[src/rtl/hsdma_pkg.sv]
package hsdma_pkg;

   typedef enum logic [1:0] {
      ST_IDLE = 2'd0,
      ST_CMD  = 2'd1,
      ST_DATA = 2'd2,
      ST_FIN  = 2'd3
   } hsdma_state_e;

endpackage

[src/rtl/hsdma_addr_gen.sv]
module hsdma_addr_gen #(
   parameter int AW    = 32,
   parameter int LW    = 16,
   parameter int CHUNK = 64
) (
   input  logic          clk,
   input  logic          rst_n,
   input  logic          load,
   input  logic [AW-1:0] base,
   input  logic [AW-1:0] req_addr,
   input  logic [LW-1:0] req_len,
   input  logic          req_wr,
   input  logic          req_pass,
   input  logic          advance,
   output logic          zero_len,
   output logic [AW-1:0] cur_addr,
   output logic [LW-1:0] chunk_len,
   output logic          last_chunk,
   output logic          wr_q,
   output logic          pass_q
);

   localparam logic [LW-1:0] CHUNK_L = LW'(CHUNK);

   logic [AW-1:0] merged;
   logic [AW-1:0] trim_addr;
   logic [LW-1:0] trim_len;
   logic [AW-1:0] addr_q;
   logic [LW-1:0] rem_q;
   logic          split;

   // base is merged with OR; in halfword mode both low bits are dropped
   always_comb begin
      merged    = req_addr | base;
      trim_addr = req_pass ? merged  : {merged[AW-1:1], 1'b0};
      trim_len  = req_pass ? req_len : {req_len[LW-1:1], 1'b0};
      zero_len  = (trim_len == '0);
   end

   always_ff @(posedge clk or negedge rst_n) begin
      if (!rst_n) begin
         addr_q <= '0;
         rem_q  <= '0;
         wr_q   <= 1'b0;
         pass_q <= 1'b1;
      end else if (load) begin
         addr_q <= trim_addr;
         rem_q  <= trim_len;
         wr_q   <= req_wr;
         pass_q <= req_pass;
      end else if (advance) begin
         addr_q <= addr_q + AW'(chunk_len);
         rem_q  <= rem_q - chunk_len;
      end
   end

   // only swapped writes are bounded; everything else is one burst
   always_comb begin
      split      = wr_q && !pass_q && (rem_q > CHUNK_L);
      chunk_len  = split ? CHUNK_L : rem_q;
      last_chunk = !split;
      cur_addr   = addr_q;
   end

endmodule

[src/rtl/hsdma_swap_lane.sv]
module hsdma_swap_lane #(
   parameter int DW = 8
) (
   input  logic          clk,
   input  logic          rst_n,
   input  logic          en,
   input  logic          swap,
   input  logic          in_valid,
   output logic          in_ready,
   input  logic [DW-1:0] in_byte,
   output logic          out_valid,
   input  logic          out_ready,
   output logic [DW-1:0] out_byte
);

   logic [DW-1:0] hold_lo;
   logic [DW-1:0] hold_hi;
   logic          have_lo;
   logic          draining;
   logic          tail;
   logic          in_fire;
   logic          out_fire;

   assign in_ready  = en && !draining;
   assign out_valid = draining;
   assign out_byte  = tail ? hold_lo : hold_hi;
   assign in_fire   = in_valid && in_ready;
   assign out_fire  = out_valid && out_ready;

   // pass mode: one byte in, same byte out
   // swap mode: two bytes in, emitted high-then-low
   always_ff @(posedge clk or negedge rst_n) begin
      if (!rst_n) begin
         hold_lo  <= '0;
         hold_hi  <= '0;
         have_lo  <= 1'b0;
         draining <= 1'b0;
         tail     <= 1'b0;
      end else if (in_fire) begin
         if (!swap) begin
            hold_lo  <= in_byte;
            draining <= 1'b1;
            tail     <= 1'b1;
         end else if (!have_lo) begin
            hold_lo <= in_byte;
            have_lo <= 1'b1;
         end else begin
            hold_hi  <= in_byte;
            have_lo  <= 1'b0;
            draining <= 1'b1;
            tail     <= 1'b0;
         end
      end else if (out_fire) begin
         if (tail) begin
            draining <= 1'b0;
         end else begin
            tail <= 1'b1;
         end
      end
   end

endmodule

[src/rtl/hsdma_ctrl.sv]
module hsdma_ctrl
   import hsdma_pkg::*;
#(
   parameter int LW = 16
) (
   input  logic          clk,
   input  logic          rst_n,
   input  logic          req_valid,
   output logic          req_ready,
   output logic          load,
   input  logic          zero_len,
   output logic          cmd_valid,
   input  logic          cmd_ready,
   input  logic [LW-1:0] chunk_len,
   input  logic          last_chunk,
   output logic          in_en,
   input  logic          in_fire,
   input  logic          out_fire,
   output logic          advance,
   output logic          done
);

   hsdma_state_e st, st_nx;
   logic [LW-1:0] in_cnt;
   logic [LW-1:0] out_cnt;
   logic          out_last;

   assign req_ready = (st == ST_IDLE);
   assign load      = req_valid && req_ready;
   assign cmd_valid = (st == ST_CMD);
   assign in_en     = (st == ST_DATA) && (in_cnt != chunk_len);
   assign out_last  = out_fire && ((out_cnt + LW'(1)) == chunk_len);
   assign advance   = (st == ST_DATA) && out_last;
   assign done      = (st == ST_FIN);

   always_comb begin
      st_nx = st;
      unique case (st)
         ST_IDLE: if (load)      st_nx = zero_len ? ST_FIN : ST_CMD;
         ST_CMD:  if (cmd_ready) st_nx = ST_DATA;
         ST_DATA: if (out_last)  st_nx = last_chunk ? ST_FIN : ST_CMD;
         ST_FIN:                 st_nx = ST_IDLE;
         default:                st_nx = ST_IDLE;
      endcase
   end

   always_ff @(posedge clk or negedge rst_n) begin
      if (!rst_n) begin
         st      <= ST_IDLE;
         in_cnt  <= '0;
         out_cnt <= '0;
      end else begin
         st <= st_nx;
         if (st == ST_CMD) begin
            in_cnt  <= '0;
            out_cnt <= '0;
         end else if (st == ST_DATA) begin
            if (in_fire)  in_cnt  <= in_cnt + LW'(1);
            if (out_fire) out_cnt <= out_cnt + LW'(1);
         end
      end
   end

endmodule

[src/rtl/hsdma_path.sv]
module hsdma_path #(
   parameter int AW    = 32,
   parameter int LW    = 16,
   parameter int CHUNK = 64
) (
   input  logic          clk,
   input  logic          rst_n,
   input  logic [AW-1:0] cfg_base,
   input  logic          req_valid,
   output logic          req_ready,
   input  logic [AW-1:0] req_addr,
   input  logic [LW-1:0] req_len,
   input  logic          req_wr,
   input  logic          req_pass,
   input  logic          wdat_valid,
   output logic          wdat_ready,
   input  logic [7:0]    wdat_byte,
   output logic          rd_valid,
   input  logic          rd_ready,
   output logic [7:0]    rd_byte,
   output logic          mem_cmd_valid,
   input  logic          mem_cmd_ready,
   output logic [AW-1:0] mem_cmd_addr,
   output logic [LW-1:0] mem_cmd_len,
   output logic          mem_cmd_wr,
   output logic          mem_wvalid,
   input  logic          mem_wready,
   output logic [7:0]    mem_wdata,
   input  logic          mem_rvalid,
   output logic          mem_rready,
   input  logic [7:0]    mem_rdata,
   output logic          done
);

   generate
      if (CHUNK < 2 || (CHUNK % 2) != 0) begin : g_bad_chunk
         $error("CHUNK must be an even value of at least 2");
      end
      if (LW < 2 || LW > 31 || CHUNK >= (1 << LW)) begin : g_bad_len
         $error("LW must be 2..31 and wide enough to hold CHUNK");
      end
      if (AW < 2) begin : g_bad_addr
         $error("AW must be at least 2");
      end
   endgenerate

   logic          load, zero_len, advance, last_chunk;
   logic          wr_q, pass_q, in_en;
   logic [LW-1:0] chunk_len;
   logic          ln_in_valid, ln_in_ready, ln_out_valid, ln_out_ready;
   logic [7:0]    ln_in_byte, ln_out_byte;
   logic          in_fire, out_fire;

   hsdma_addr_gen #(.AW(AW), .LW(LW), .CHUNK(CHUNK)) u_addr (
      .clk        (clk),
      .rst_n      (rst_n),
      .load       (load),
      .base       (cfg_base),
      .req_addr   (req_addr),
      .req_len    (req_len),
      .req_wr     (req_wr),
      .req_pass   (req_pass),
      .advance    (advance),
      .zero_len   (zero_len),
      .cur_addr   (mem_cmd_addr),
      .chunk_len  (chunk_len),
      .last_chunk (last_chunk),
      .wr_q       (wr_q),
      .pass_q     (pass_q)
   );

   hsdma_ctrl #(.LW(LW)) u_ctrl (
      .clk        (clk),
      .rst_n      (rst_n),
      .req_valid  (req_valid),
      .req_ready  (req_ready),
      .load       (load),
      .zero_len   (zero_len),
      .cmd_valid  (mem_cmd_valid),
      .cmd_ready  (mem_cmd_ready),
      .chunk_len  (chunk_len),
      .last_chunk (last_chunk),
      .in_en      (in_en),
      .in_fire    (in_fire),
      .out_fire   (out_fire),
      .advance    (advance),
      .done       (done)
   );

   // direction steering around a single byte lane
   always_comb begin
      ln_in_valid  = wr_q ? wdat_valid : mem_rvalid;
      ln_in_byte   = wr_q ? wdat_byte  : mem_rdata;
      ln_out_ready = wr_q ? mem_wready : rd_ready;
      wdat_ready   = ln_in_ready &&  wr_q;
      mem_rready   = ln_in_ready && !wr_q;
      mem_wvalid   = ln_out_valid &&  wr_q;
      rd_valid     = ln_out_valid && !wr_q;
      mem_wdata    = ln_out_byte;
      rd_byte      = ln_out_byte;
      in_fire      = ln_in_valid && ln_in_ready;
      out_fire     = ln_out_valid && ln_out_ready;
   end

   assign mem_cmd_len = chunk_len;
   assign mem_cmd_wr  = wr_q;

   hsdma_swap_lane #(.DW(8)) u_lane (
      .clk       (clk),
      .rst_n     (rst_n),
      .en        (in_en),
      .swap      (!pass_q),
      .in_valid  (ln_in_valid),
      .in_ready  (ln_in_ready),
      .in_byte   (ln_in_byte),
      .out_valid (ln_out_valid),
      .out_ready (ln_out_ready),
      .out_byte  (ln_out_byte)
   );

endmodule

[config.mk]
export PLATFORM = sky130hd
export DESIGN_NAME = hsdma_path
export DESIGN_NICKNAME = d
export VERILOG_FILES = /design/src/rtl/hsdma_pkg.sv /design/src/rtl/hsdma_addr_gen.sv /design/src/rtl/hsdma_swap_lane.sv /design/src/rtl/hsdma_ctrl.sv /design/src/rtl/hsdma_path.sv
export SDC_FILE = /design/constraint.sdc
export NUM_CORES = 1
export LEC_CHECK = 0
export BUFFER_PORTS_ARGS = -buffer_cell sky130_fd_sc_hd__buf_2
export CAP_MARGIN = 20
export CELL_PAD_IN_SITES_DETAIL_PLACEMENT = 1
export CELL_PAD_IN_SITES_GLOBAL_PLACEMENT = 1
export CORE_UTILIZATION = 35
export DETAILED_ROUTE_END_ITERATION = 6
export PLACE_DENSITY = 0.69
export SKIP_LAST_GASP = 1
export SLEW_MARGIN = 10
export SYNTH_ARGS = -nofsm -noshare
export SYNTH_HDL_FRONTEND = slang
export SYNTH_HIERARCHICAL = 1
export SYNTH_SLANG_ARGS = --single-unit
[constraint.sdc]
create_clock -name clk -period 5.2 [get_ports clk]
set_input_delay 0.26 -clock clk [delete_from_list [all_inputs] [get_ports clk]]
set_output_delay 0.26 -clock clk [all_outputs]
set_load 0.03 [all_outputs]
# After elaboration in Yosys (flattened, before gate mapping)
# Cells that the tools add are included.
# word_totals
reg_bits,103
in_bits,106
output_inout_bits,72
wordCells,96
# classes
add_sub_neg,4
order_cmp,1
n_eq_ne,10
n_mux,35
n_bitwise,2
reduce_logical,32
# op_table
op,n
$mux 16,9
$mux 32,2
$add 16x1->16 const B,2
$add 32x16->32,1
$mux 8,4
$or 32x32->32,1
$eq 16x16->1,1
$gt 16x7->1 const B,1
$logic_not 16->1,1
$ne 16x16->1,1
$sub 16x16->16,1
$mux 1,14
$logic_and 1x1->1,13
$reduce_bool 2->1,6
$mux 2,5
$reduce_and 2->1,5
$reduce_and 3->1,3
$pmux 2 s4,1
$eq 2x2->1 const B,2
$ne 2x1->1 const B,2
$ne 2x2->1 const B,2
$logic_not 1->1,3
$ne 3x1->1 const B,1
$eq 2x1->1 const B,1
other kinds (2),2

# Logic depth before layout (Yosys ltp)
# depth
ltp_word,11
ltp_mapped,21
depth_no_buf,18

# By module
# Netlist, hierarchy kept.
# by_module_without_submodules
mod,instances,cells_each,area_each_um2,seq_area_each_um2
hsdma_addr_gen,1,515,4052.6,1252.5
hsdma_ctrl,1,287,2427.3,850.8
hsdma_swap_lane,1,59,895.9,475.5
hsdma_path,1,26,255.2,0.0

# Least setup slack after synthesis
# No wires, ideal clock.
# synth_timing
path_kind,register -> register
startpoint,reg u_addr.rem_q[10]
endpoint,reg u_addr.addr_q[21] (netlist: u_addr/cur_addr[21])
setup_time_ps,82
arrival_time_ps,4806
required_time_ps,5118
setup_slack_ps,312
path_stages_with_launch,18
n_path_buf,2
synth_period_minus_slack_ps,4888
path_cell_list,dfrtp_1 > or4_4 > or3_4 > o21a_4 > clkinv_4 > buf_2 > and2_1 > xnor2_1 > or3_1 > a211o_1 > a2111oi_2 > nand4_1 > nor2_1 > clkbuf_1 > and3_1 > nand2_1 > or4_1 > a31oi_1
# synth_between
elab_chain_cells,7
word_cells_on_any_way,10
classes_between,add/sub: 1; order compare: 1; eq/ne: 1; mux: 3; reduce/logical: 4
# synth_lines
item,line_no,rtl
from (decl),hsdma_addr_gen.sv:29,logic [LW-1:0] rem_q;
from (signal assigned),hsdma_addr_gen.sv:48,rem_q <= trim_len;
from (signal assigned),hsdma_addr_gen.sv:53,rem_q <= rem_q - chunk_len;
$gt 16x7->1,hsdma_addr_gen.sv:59,split = wr_q && !pass_q && (rem_q > CHUNK_L);
$logic_and 1x1->1,hsdma_addr_gen.sv:59,
$mux 16,hsdma_addr_gen.sv:60,chunk_len = split ? CHUNK_L : rem_q;
net mem_cmd_len[11],hsdma_path.sv:24,"output logic [LW-1:0] mem_cmd_len,"
$eq 16x16->1,hsdma_ctrl.sv:32,assign out_last = out_fire && ((out_cnt + LW'(1)) == chunk_len);
$logic_and 1x1->1,hsdma_ctrl.sv:32,
$logic_and 1x1->1,hsdma_ctrl.sv:33,assign advance = (st == ST_DATA) && out_last;
net advance,hsdma_path.sv:47,"logic load, zero_len, advance, last_chunk;"
$reduce_bool 2->1 (no source line),-,
to (signal assigned),hsdma_addr_gen.sv:47,addr_q <= trim_addr;
to (signal assigned),hsdma_addr_gen.sv:52,addr_q <= addr_q + AW'(chunk_len);
to (decl),hsdma_addr_gen.sv:28,logic [AW-1:0] addr_q;
# The timed path passes the listed nets, and every way through them passes these cells. The select of a mux whose other input is x is not followed.
# A chain may end at the register's enable or synchronous reset.

# Worst setup path after layout
# layout_timing
startpoint,reg u_addr.rem_q[10]
endpoint,reg u_addr.rem_q[8]
# layout_between
elab_chain_cells,7
word_cells_on_any_way,10
classes_between,add/sub: 1; order compare: 1; eq/ne: 1; mux: 3; reduce/logical: 4
# layout_lines
item,line_no
$gt 16x7->1,hsdma_addr_gen.sv:59
$logic_and 1x1->1,hsdma_addr_gen.sv:59
$mux 16 *,hsdma_addr_gen.sv:60
$eq 16x16->1 *,hsdma_ctrl.sv:32
$logic_and 1x1->1 *,hsdma_ctrl.sv:32
$logic_and 1x1->1 *,hsdma_ctrl.sv:33
net advance,hsdma_path.sv:47
$reduce_bool 2->1 (no source line) *,-
# Mark *: on every way through the listed nets, which the timed path passes. The rest lies on a longest branch. The select of a mux whose other input is x is not followed.

==> summary.txt <==
Hold path
  – Hold/Removal Path Class: input pin to flip-flop

Floorplanning
  – Die area: about 22000 um^2
  – Top-level I/O count: 178
  – Num rows: 53
  – Chip width: ~150 um
  – Chip Height: between 100 and 150 um
  – Core area: approximately 21000 um^2
  – Starting Density: a little over a third

Route
  – TritonRoute pass-1 iters: 5
  – WL/cell: about 20 um
  – DRC violations left: 0
  – DR vias: ~7400
  – Antenna Nets Post-Route: 0
  – Vias per cell: around 5.6
  – Iteration-0 DRC Markers: slightly above 300
  – DRT Wirelength: ~26 mm

Yosys
  – Number of synthesized flops with an enable pin: 0
  – Syn avg cell area: between 8 and 9 um^2
  – Asr flop ratio synth: 100.0%
  – Seq cells post-synth: a little over 100
  – Cells after synthesis: between 800 and 900
  – Syn Std Cell Area: ~7600 um^2
  – Prevailing post-synth register cell: dfrtp_1
  – Net Count, Synth: 1017
  – Synth warn: 6
  – Seq/Total Area, Yosys: around a third
  – Synth unique cells: 85

Clocking
  – Sinks on Clock Net: between 100 and 150
  – CTS buffer count: 9
  – Clock transition at path regs: 0.08 ns
  – Postcts setup bufs: 0
  – Root Buffer: clkbuf_16
  – H-tree depth: 3
  – CTS tree: yes
  – CTS Buffer Depth: 2
  – Clock Latency Late Sink: 0.36 ns

STA
  – Fmax achieved: approximately 200 MHz
  – Crit share post-route: 95.09%
  – Endpoints failing setup: 0
  – RSZ-0062 raised after global routing: no
  – Setup_tns: 0 ns
  – Worst-margin pin slew: ~0.83 ns
  – Final WS setup: 0.2555 ns
  – Post-layout min period: roughly 4.9 ns
  – Max-slew violations: 0
  – Min Hold Slack: around 0.12 ns
  – Slew margin rel.: roughly 45%
  – Fin. Hold Viols: 0
  – Final Skew: approximately 0.0087 ns

Place
  – Port Buffer Count: approximately 180
  – Setup WS pre-CTS: about 0.28 ns
  – Placed cell areas: about 8700 um^2
  – Gpl congestion: 0.8921
  – DP HPWL: 19.81 mm

Global route
  – Vias in the first global route: between 7000 and 8000
  – First-pass GRT wire length: approximately 42 mm
  – Number of antenna violations at the first check in global routing: 0
  – GRT overflow: 0
  – GRT Util Overall: 24.06%
  – Pin count of the biggest net entering global routing: 60

Run status
  – Status: finished clean

Final layout
  – Fin area: approximately 9000 um^2
  – Commonest non-fill, non-tap cell in the layout: buf_2
  – Synth-to-layout area growth: 18.48%
  – Final net count: approximately 1200
  – Layout cells sized above 1: between 20% and 30%
  – Most frequent cells in the layout: buf_2, dfrtp_1, nand2_1, nor2_1, o21ai_0
  – Post-layout util: ~43%

Critical path
  – Crit Path Class: flip-flop to flip-flop
  – Setup crit start kind: flip-flop
  – CP Max Fanout: 26
  – Critical Path End Type: flip-flop
  – Critical Path RT: around 5.5 ns
  – Critical path data arrival time: around 5.2 ns

Pwr
  – Pwr dens: 686.9 nW/um^2
  – Leak pwr: 0.003914 uW
  – Peak supply drop: around 0.19 mV

Job
  – Max Cap Violations: 0
[final timing paths]
kind	slack, ns	from	end	cells after the start
worst min-delay path	0.12	req_addr[4]	u_addr/cur_addr[4]	2
worst min register to register	0.51	u_lane/hold_lo[1]	u_lane/hold_lo[1]	1
max in group asynchronous	3.52	rst_n	u_addr/cur_addr[21]	3
worst max-delay path	0.26	u_addr/rem_q[10]	u_addr/rem_q[8]	17
min in group asynchronous	0.46	rst_n	u_ctrl/in_cnt[4]	2
worst max register to register	0.26	u_addr/rem_q[10]	u_addr/rem_q[8]	17
[cell usage after synthesis, drive strengths merged (6+ instances only)]
| master | count | share of area (%) |
|---|---|---|
| xor2 | 14 | 1.6 |
| clkbuf | 28 | 1.4 |
| buf | 25 | 2.3 |
| mux2i | 11 | 1.4 |
| nand4 | 25 | 2.1 |
| mux2 | 38 | 6.4 |
| a211oi | 9 | 0.89 |
| a21oi | 43 | 2.8 |
| or4 | 6 | 0.64 |
| a31oi | 14 | 1.1 |
| o211ai | 10 | 0.98 |
| nor3 | 39 | 2.6 |
| nor2 | 65 | 3.2 |
| nor4 | 15 | 1.2 |
| nand2 | 82 | 4.1 |
| ha | 23 | 3.8 |
| o21ai | 70 | 4.6 |
| or3 | 13 | 1.1 |
| dfrtp | 102 | 33 |
| a21o | 11 | 1.1 |
| nand3 | 36 | 2.5 |
| inv | 29 | 1.4 |
| xnor2 | 45 | 5.2 |
| and2 | 21 | 1.7 |
| nor2b | 12 | 1.1 |
| nand2b | 7 | 0.57 |
| and3 | 9 | 0.74 |
[stage by stage]
| stage | power [uW] | cells |
|---|---|---|
| detailed placement | 5513 | 1305 |
| global placement | 5451 | 1305 |
| global route | 6679 | 1322 |
| floorplan | 4345 | 887 |
| finish | 6210 | 1323 |
| CTS | 6228 | 1322 |
[kinds of logic (layout without fill, tap and decap cells)]
family	Yosys count	count (layout)	synth area share (%)
multiplexers	49	49	7.837
flip-flops	103	103	33.79
AO/OA/AOI/OAI	220	220	18.82
other	1	2	0.04914
buffers and inverters	83	243	5.197
AND/OR/NAND/NOR	348	348	23.50
adder cells (fa/ha/maj)	24	24	4.034
XOR/XNOR	59	59	6.772
[per-layer routing]
metal,up-vias,global-route usage [%],part of all wire [%]
li1,3528,-,-
met1,3698,32.84,46
met2,183,39.14,48
met3,25,3.902,4.4
met4,0,6.616,1.9
met5,-,0,0
[flip-flops by register name (all words and copies together) (netlist names)]
name and flops:
u_addr/cur_addr 32, u_addr/pass_q 1, u_addr/rem_q 16, u_addr/wr_q 1, u_ctrl/in_cnt 16, u_ctrl/out_cnt 16
u_ctrl/st 2, u_lane/have_lo 1, u_lane/hold_hi 8, u_lane/hold_lo 8, u_lane/out_valid 1, u_lane/tail 1
[repair_timing]
action,CTS,global route
hold endpoints to repair,43,0
resized for setup,0,2
hold buffers,1,0
setup endpoints to repair,0,3
[report_power, final]
group	leakage (uW)	total (uW)	switching, uW	internal (uW)
sequential	0.00124	1440	355	1080
clock	0.000133	688	351	337
combinational	0.00254	4090	2610	1480
[layout make-up]
cell class	instances	area, um^2
fill	2586	12180
timing repair buffer	197	1041
antenna	1	2.502
tap	275	344.1
sequential	103	2579
multi-input combinational	701	4664
clock buffer	9	225.2
inverter	30	117.6
clock inverter	7	67.56
[critical path: stages, from the launching register on]
cell and delay, ns:
dfrtp_1 0.47, or4_4 0.57, or3_4 0.42, o21a_4 0.27, clkinv_4 0.16, and2_1 0.20
xnor2_1 0.10, or3_1 0.32, a211o_1 0.31, a2111oi_2 0.37, nand4_1 0.22, nor2_2 0.22
buf_4 0.29, inv_1 0.27, nor2_1 0.26, buf_4 0.20, o21ai_1 0.07, a21oi_1 0.15
Power figures use the tool's default switching activity.
